==> config.mk <==
export PLATFORM = sky130hd
export DESIGN_NAME = rdx_walk_top
export DESIGN_NICKNAME = d
export VERILOG_FILES = /design/src/rtl/rdx_walk_pkg.sv /design/src/rtl/rdx_ptab_check.sv /design/src/rtl/rdx_index_calc.sv /design/src/rtl/rdx_leaf_merge.sv /design/src/rtl/rdx_walk_top.sv
export SDC_FILE = /design/constraint.sdc
export NUM_CORES = 1
export LEC_CHECK = 0
export BUFFER_PORTS_ARGS = -buffer_cell sky130_fd_sc_hd__buf_2
export CELL_PAD_IN_SITES_DETAIL_PLACEMENT = 0
export CELL_PAD_IN_SITES_GLOBAL_PLACEMENT = 1
export CORE_UTILIZATION = 43
export DETAILED_ROUTE_END_ITERATION = 8
export PLACE_DENSITY = 0.88
export SYNTH_ARGS = -nofsm -noshare
export SYNTH_HDL_FRONTEND = slang
export SYNTH_HIERARCHICAL = 1
export SYNTH_SLANG_ARGS = --single-unit
==> constraint.sdc <==
create_clock -name clk -period 7.7 [get_ports clk]
set_clock_uncertainty 0.2 [all_clocks]
set_input_delay 0.77 -clock clk [delete_from_list [all_inputs] [get_ports clk]]
set_output_delay 0.77 -clock clk [all_outputs]
set_load 0.01 [all_outputs]
==> src/rtl/rdx_walk_pkg.sv <==
`timescale 1ns/1ps
package rdx_walk_pkg;
   localparam int ENT_VALID  = 63;
   localparam int ENT_LEAF   = 62;
   localparam int TSZ_LO     = 56;
   localparam int TSZ_HI     = 60;
   localparam int TSZ_BIAS   = 31;
   localparam int IDX_W      = 5;
   localparam int BASE_LO    = 8;
   localparam int PAGE_LO    = 12;
   localparam int ENT_SHIFT  = 3;
   localparam int PTE_SHIFT  = 4;
   localparam int CAUSE_W    = 2;
   localparam int CAUSE_NOENT  = 0;
   localparam int CAUSE_BADCFG = 1;

   typedef enum logic [2:0] {
      W_IDLE, W_FETCH, W_WAIT, W_DONE, W_FAULT
   } walk_state_e;
endpackage

==> src/rtl/rdx_ptab_check.sv <==
`timescale 1ns/1ps
module rdx_ptab_check
   import rdx_walk_pkg::*;
#(
   parameter int ADDR_W  = 56,
   parameter int PID_W   = 20,
   parameter int TSIZE_W = 5
) (
   input  logic [PID_W-1:0]   pid,
   input  logic [TSIZE_W-1:0] size_code,
   input  logic [ADDR_W-1:0]  tbase,
   output logic               in_range,
   output logic [ADDR_W-1:0]  root_addr
);
   localparam int SH_W = TSIZE_W + 1;
   // offset pid*16 < 2^(code+12)  <=>  pid < 2^(code+8)
   localparam int SH_BIAS = PAGE_LO - PTE_SHIFT;

   logic [SH_W-1:0] shamt;

   always_comb begin
      shamt     = SH_W'(size_code) + SH_W'(SH_BIAS);
      in_range  = (pid >> shamt) == '0;
      root_addr = tbase + ADDR_W'({pid, {PTE_SHIFT{1'b0}}});
   end
endmodule

==> src/rtl/rdx_index_calc.sv <==
`timescale 1ns/1ps
module rdx_index_calc
   import rdx_walk_pkg::*;
#(
   parameter int ADDR_W = 56,
   parameter int EA_W   = 64,
   parameter int RS_W   = 6
) (
   input  logic [EA_W-1:0]   ea,
   input  logic [ADDR_W-1:0] base,
   input  logic [IDX_W-1:0]  width,
   input  logic [RS_W-1:0]   remain,
   output logic [ADDR_W-1:0] ent_addr
);
   logic [RS_W-1:0] shamt;
   logic [EA_W-1:0] keep;
   logic [EA_W-1:0] idx;

   always_comb begin
      shamt    = remain - RS_W'(width);
      keep     = (EA_W'(1) << width) - EA_W'(1);
      idx      = (ea >> shamt) & keep;
      ent_addr = base + ADDR_W'({idx, {ENT_SHIFT{1'b0}}});
   end
endmodule

==> src/rtl/rdx_leaf_merge.sv <==
`timescale 1ns/1ps
module rdx_leaf_merge
   import rdx_walk_pkg::*;
#(
   parameter int ADDR_W = 56,
   parameter int RS_W   = 6
) (
   input  logic [ADDR_W-1:PAGE_LO] page_num,
   input  logic [ADDR_W-1:0]       ea_lo,
   input  logic [RS_W-1:0]         psize,
   output logic [ADDR_W-1:0]       raddr
);
   logic [ADDR_W-1:0] offs_mask;

   for (genvar i = 0; i < ADDR_W; i++) begin : g_mask
      assign offs_mask[i] = psize > RS_W'(i);
   end

   assign raddr = ({page_num, {PAGE_LO{1'b0}}} & ~offs_mask) | (ea_lo & offs_mask);
endmodule

==> src/rtl/rdx_walk_top.sv <==
`timescale 1ns/1ps
module rdx_walk_top
   import rdx_walk_pkg::*;
#(
   parameter int ADDR_W     = 56,
   parameter int EA_W       = 64,
   parameter int PID_W      = 20,
   parameter int TSIZE_W    = 5,
   parameter int MAX_LEVELS = 8,
   parameter int MIN_IDX    = 5
) (
   input  logic                 clk,
   input  logic                 rst_n,
   input  logic                 start,
   input  logic [EA_W-1:0]      ea,
   input  logic [PID_W-1:0]     pid,
   input  logic [ADDR_W-1:0]    ptab_base,
   input  logic [TSIZE_W-1:0]   ptab_size,
   output logic                 req_valid,
   input  logic                 req_ready,
   output logic [ADDR_W-1:0]    req_addr,
   input  logic                 rsp_valid,
   input  logic [63:0]          rsp_data,
   output logic                 done,
   output logic                 fault,
   output logic [CAUSE_W-1:0]   fault_cause,
   output logic [ADDR_W-1:0]    raddr,
   output logic [$clog2(EA_W)-1:0] psize,
   output logic [63:0]          leaf_pte,
   output logic [ADDR_W-1:0]    pte_addr
);
   localparam int RS_W = $clog2(EA_W);
   localparam int LV_W = $clog2(MAX_LEVELS + 1);

   if (ADDR_W > TSZ_LO || ADDR_W <= PAGE_LO) begin : g_bad_addr
      $error("ADDR_W must lie between 13 and 56");
   end
   if (EA_W != 64) begin : g_bad_ea
      $error("EA_W must be 64");
   end
   if (MAX_LEVELS < 1 || MIN_IDX < 1 || MIN_IDX >= (1 << IDX_W)) begin : g_bad_lvl
      $error("MAX_LEVELS or MIN_IDX out of range");
   end

   walk_state_e        state;
   logic [EA_W-1:0]    ea_q;
   logic [ADDR_W-1:0]  root_addr_q;
   logic [ADDR_W-1:0]  base_q;
   logic [IDX_W-1:0]   width_q;
   logic [RS_W-1:0]    remain_q;
   logic [LV_W-1:0]    level_q;
   logic               at_root_q;
   logic [CAUSE_W-1:0] cause_q;

   logic               pid_ok;
   logic [ADDR_W-1:0]  root_addr;
   logic [ADDR_W-1:0]  ent_addr;
   logic [ADDR_W-1:0]  leaf_ra;
   logic [RS_W-1:0]    remain_nxt;
   logic               cfg_bad;

   rdx_ptab_check #(.ADDR_W(ADDR_W), .PID_W(PID_W), .TSIZE_W(TSIZE_W)) u_ptab (
      .pid(pid), .size_code(ptab_size), .tbase(ptab_base),
      .in_range(pid_ok), .root_addr(root_addr));

   rdx_index_calc #(.ADDR_W(ADDR_W), .EA_W(EA_W), .RS_W(RS_W)) u_idx (
      .ea(ea_q), .base(base_q), .width(width_q), .remain(remain_q),
      .ent_addr(ent_addr));

   rdx_leaf_merge #(.ADDR_W(ADDR_W), .RS_W(RS_W)) u_merge (
      .page_num(rsp_data[ADDR_W-1:PAGE_LO]), .ea_lo(ea_q[ADDR_W-1:0]),
      .psize(remain_nxt), .raddr(leaf_ra));

   always_comb begin
      remain_nxt = remain_q - RS_W'(width_q);
      cfg_bad    = (width_q < IDX_W'(MIN_IDX)) || (RS_W'(width_q) > remain_q);
      req_valid  = (state == W_FETCH) && (at_root_q || !cfg_bad);
      req_addr   = at_root_q ? root_addr_q : ent_addr;
      done       = (state == W_DONE) || (state == W_FAULT);
      fault      = (state == W_FAULT);
      fault_cause = cause_q;
   end

   always_ff @(posedge clk or negedge rst_n) begin
      if (!rst_n) begin
         state       <= W_IDLE;
         ea_q        <= '0;
         root_addr_q <= '0;
         base_q      <= '0;
         width_q     <= '0;
         remain_q    <= '0;
         level_q     <= '0;
         at_root_q   <= 1'b0;
         cause_q     <= '0;
         raddr       <= '0;
         psize       <= '0;
         leaf_pte    <= '0;
         pte_addr    <= '0;
      end else begin
         case (state)
            W_IDLE: if (start) begin
               ea_q        <= ea;
               root_addr_q <= root_addr;
               level_q     <= '0;
               at_root_q   <= 1'b1;
               cause_q     <= '0;
               if (!pid_ok) begin
                  cause_q[CAUSE_NOENT] <= 1'b1;
                  state <= W_FAULT;
               end else begin
                  state <= W_FETCH;
               end
            end
            W_FETCH: begin
               if (!at_root_q && cfg_bad) begin
                  cause_q[CAUSE_BADCFG] <= 1'b1;
                  state <= W_FAULT;
               end else if (req_ready) begin
                  state <= W_WAIT;
               end
            end
            W_WAIT: if (rsp_valid) begin
               if (at_root_q) begin
                  at_root_q <= 1'b0;
                  base_q    <= {rsp_data[ADDR_W-1:BASE_LO], {BASE_LO{1'b0}}};
                  width_q   <= rsp_data[IDX_W-1:0];
                  remain_q  <= RS_W'(rsp_data[TSZ_HI:TSZ_LO]) + RS_W'(TSZ_BIAS);
                  state     <= W_FETCH;
               end else if (!rsp_data[ENT_VALID]) begin
                  cause_q[CAUSE_NOENT] <= 1'b1;
                  state <= W_FAULT;
               end else if (rsp_data[ENT_LEAF]) begin
                  raddr    <= leaf_ra;
                  psize    <= remain_nxt;
                  leaf_pte <= rsp_data;
                  pte_addr <= ent_addr;
                  state    <= W_DONE;
               end else if (level_q == LV_W'(MAX_LEVELS - 1)) begin
                  cause_q[CAUSE_BADCFG] <= 1'b1;
                  state <= W_FAULT;
               end else begin
                  level_q  <= level_q + LV_W'(1);
                  base_q   <= {rsp_data[ADDR_W-1:BASE_LO], {BASE_LO{1'b0}}};
                  width_q  <= rsp_data[IDX_W-1:0];
                  remain_q <= remain_nxt;
                  state    <= W_FETCH;
               end
            end
            W_DONE:  state <= W_IDLE;
            W_FAULT: state <= W_IDLE;
            default: state <= W_IDLE;
         endcase
      end
   end
endmodule

==> results.py <==
metrics = {
    "sta": {
        "finalHoldViolCount": 0,
        "slew_viol_final": 0,
        "setup_viol": 0,
        "slew_headroom_pct": 32.6,
        "fin_crit_sh_pct": 98.2,
        "fmax_ghz": 0.132,
        "min_period_ns": 7.56,
        "worst_slew_pin_slew_ns": 1.01,
        "rsz0062_at_grt": "true",
    },
    "global_routing": {
        "grt_overflow_total": 0,
        "grt_max_degree": 162,
        "grt_antenna_before_repair": 3,
        "grt_pass1_wl_um": 138000,
        "grt_pass1_vias": 22900,
        "grt_usage_pct": 29.5,
    },
    "min_path": {
        "min_path_type": "input pin to asynchronous set/reset pin",
    },
    "layout": {
        "n_fill_cell": 5458,
        "finish.utilization_pct": 54.0,
        "multi_input_area_um2": 16000,
        "syn_to_final_growth_pct": 22.9,
        "layout-drive-gt1-share_pct": 31.1,
        "seq_area_um2": 9260,
        "final_nets": 3746,
    },
    "synth": {
        "synth_ff_type": "dfrtp_1",
        "seq_area_frac_synth_pct": 36.3,
        "async_flop_share_pct": 100,
        "yosys.area.top_type": "dfrtp_1",
        "synth_edf_count": 0,
        "syn_inst": 2983,
        "yosysWarnings": 6,
        "synth_area_um2": 25500,
        "synth_cell_types": 95,
        "ys_ff_latch": 370,
        "synth.top_cells.by_count": "nand2_1 (898), dfrtp_1 (370), mux2_2 (230)",
        "syn_avg_cell_area_um2": 8.56,
        "synth_most_common_cell": "nand2_1",
        "synth_top_area_share_pct": 36.3,
        "synth.area.top_cells": "dfrtp_1 (36%), nand2_1 (13%), mux2_2 (10%)",
    },
    "cts": {
        "cts_root_buf": "clkbuf_16",
        "clockBufferDepth": 3,
        "tritoncts": "yes",
        "cts_buffers": 43,
        "clk_latency_ns": 0.58,
        "clk_pin_slew_ns": 0.07,
        "htree_num_levels": 2,
        "clock_sinks": 370,
    },
    "die": {
        "io-pin-count": 457,
        "die_y_um": 246,
        "die_w_um": 246,
        "die_area_um2": 60400,
        "start_util_pct": 43.9,
        "rows": 88,
        "coreArea_um2": 58100,
    },
    "route": {
        "drtIter0Drc": 2066,
        "antenna_left": 0,
        "via_per_inst": 5.71,
        "vias": 24200,
        "firstDrtPassIters": 7,
        "wl_per_cell_um": 21.8,
        "drc_errors": 0,
        "wirelength_um": 92700,
    },
    "worst_setup_path": {
        "cp.arrival_ns": 6.59,
        "startpoint_type": "register",
        "critPathMaxFanout": 5,
        "crit_required_ns": 6.73,
        "critical_path_class": "register to output port",
        "crit_end": "req_addr[40]",
        "cpMaxStageDelayCell": "fa_4",
        "worst_r2r_path_depth": 28,
        "worstSetupEndpointType": "output port",
        "r2r_end": "pte_addr[52]",
        "worstSetupStartpoint": "remain_q[0]",
        "reg2reg_slack_ns": 1.51,
        "reg2reg_from": "remain_q[0]",
        "slowest_delay_ns": 0.80,
        "crit_top_cell": "buf_4",
    },
    "place": {
        "hpwl_um": 69300,
        "io_buffers": 456,
        "gp_congestion": 0.990,
    },
    "status": {
        "status": "finished clean",
    },
    "run": {
        "maxCapViolations": 0,
    },
}
[what timing repair did]
item	CTS	global route
gates resized for setup	31	151
setup buffers	12	24
cloned	1	6
pin swaps	10	53
endpoints found under the setup margin	18	26
hold buffers	0	0
[layout make-up]
class | count | area share (%)
clock inverter | 26 | 0.953
inverter | 47 | 0.562
multi-input combinational | 2398 | 50.9
antenna | 3 | 0.0239
tap | 765 | 3.05
sequential | 370 | 29.5
timing repair buffer | 583 | 11.2
clock buffer | 53 | 3.78
[cell families (layout without fill, tap and decap cells)]
| family | after synthesis | count (layout) | share of synthesized area [%] |
|---|---|---|---|
| other | 2 | 26 | 0.0294 |
| muxes | 330 | 330 | 14.8 |
| buffers and inverters | 237 | 709 | 4.71 |
| xor gates and xnor gates | 112 | 113 | 3.87 |
| and+or+nand+nor | 1266 | 1266 | 21.0 |
| DFF | 370 | 370 | 36.3 |
| adders and majority gates | 89 | 89 | 4.48 |
| AOI/OAI and AO/OA | 577 | 577 | 14.8 |
[stage by stage]
stage | hold WS, ns | instances | cell area (µm²) | setup slack, ns | setup TNS, ns
3_5_place_dp | 0.257 | 4121 | 28700 | 0.303 | 0
5_1_grt | 0.101 | 4243 | 31400 | -0.0905 | -0.384
3_3_place_gp | 0.253 | 4121 | 28700 | 0.477 | 0
2_1_floorplan | 0.252 | 3004 | 25600 | 1.37 | 0
4_1_cts | 0.0933 | 4213 | 30400 | 0.0123 | 0
6_report | 0.0490 | 4245 | 31400 | 0.141 | 0
[layer usage]
layer / routed length, µm / global-route usage, % / vias up
li1: - / - / 11300
met1: 39700 / 40.9 / 11900
met2: 44100 / 48.3 / 994
met3: 6550 / 3.98 / 146
met4: 2390 / 7.96 / 0
met5: 0 / 0 / -
[worst max-delay path: cells and delay by family, from the launching register on]
kind / cells / cell delay [ns]
AO/OA/AOI/OAI: 11 / 2.00
multiplexers: 3 / 0.67
buffers and inverters: 10 / 1.19
XOR/XNOR: 1 / 0.18
adder cells (fa/ha/maj): 3 / 1.31
flip-flops: 1 / 0.40
AND/OR/NAND/NOR: 2 / 0.26
[flip-flops by register name, indices dropped and copies added, names as in the netlist, 3 cells and up]
| name | flops |
|---|---|
| psize | 6 |
| state | 3 |
| base_q | 48 |
| ea_q | 64 |
| root_addr_q | 56 |
| raddr | 56 |
| level_q | 4 |
| width_q | 5 |
| leaf_pte | 63 |
| remain_q | 6 |
| pte_addr | 56 |
[placed cells by master, fill, tap and decap left out, types with 10 or more instances in the layout]
cell,Yosys,layout
o21ai_0,118,104
o21bai_1,12,12
and3_1,26,23
nor2b_1,26,25
clkinv_2,0,10
buf_12,0,10
clkbuf_16,0,48
buf_4,35,105
mux2_2,230,225
conb_1,2,23
mux4_2,15,15
nor3_1,34,30
o21ai_1,24,26
ha_1,85,78
a31oi_1,18,18
inv_1,46,45
a21oi_1,158,130
a211oi_1,57,47
a211oi_2,0,10
o211ai_1,23,23
dfrtp_1,370,369
buf_2,65,453
nand3_1,56,55
a21oi_2,3,28
o21a_1,13,13
mux2i_2,0,15
o21ai_2,3,13
a21boi_0,12,12
xor2_1,49,46
nor2_1,135,126
a21o_1,40,40
xnor2_1,62,57
nor3_2,6,10
and2_1,13,13
nand4_1,25,25
mux2i_1,83,62
nand2_1,898,896
[how the worst min path moves through the flow]
stage                     start           end  slack (ns)
floorplan            base_q[10]    base_q[10]        0.25
global placement    leaf_pte[4]   leaf_pte[4]        0.25
detailed placement  leaf_pte[4]   leaf_pte[4]        0.26
CTS                       rst_n  pte_addr[17]        0.09
global route              rst_n  pte_addr[17]        0.10
finish                    rst_n  pte_addr[17]        0.05
Power is not shown: default switching activity piles up to over one toggle a cycle in this logic, so the estimate is an artifact.
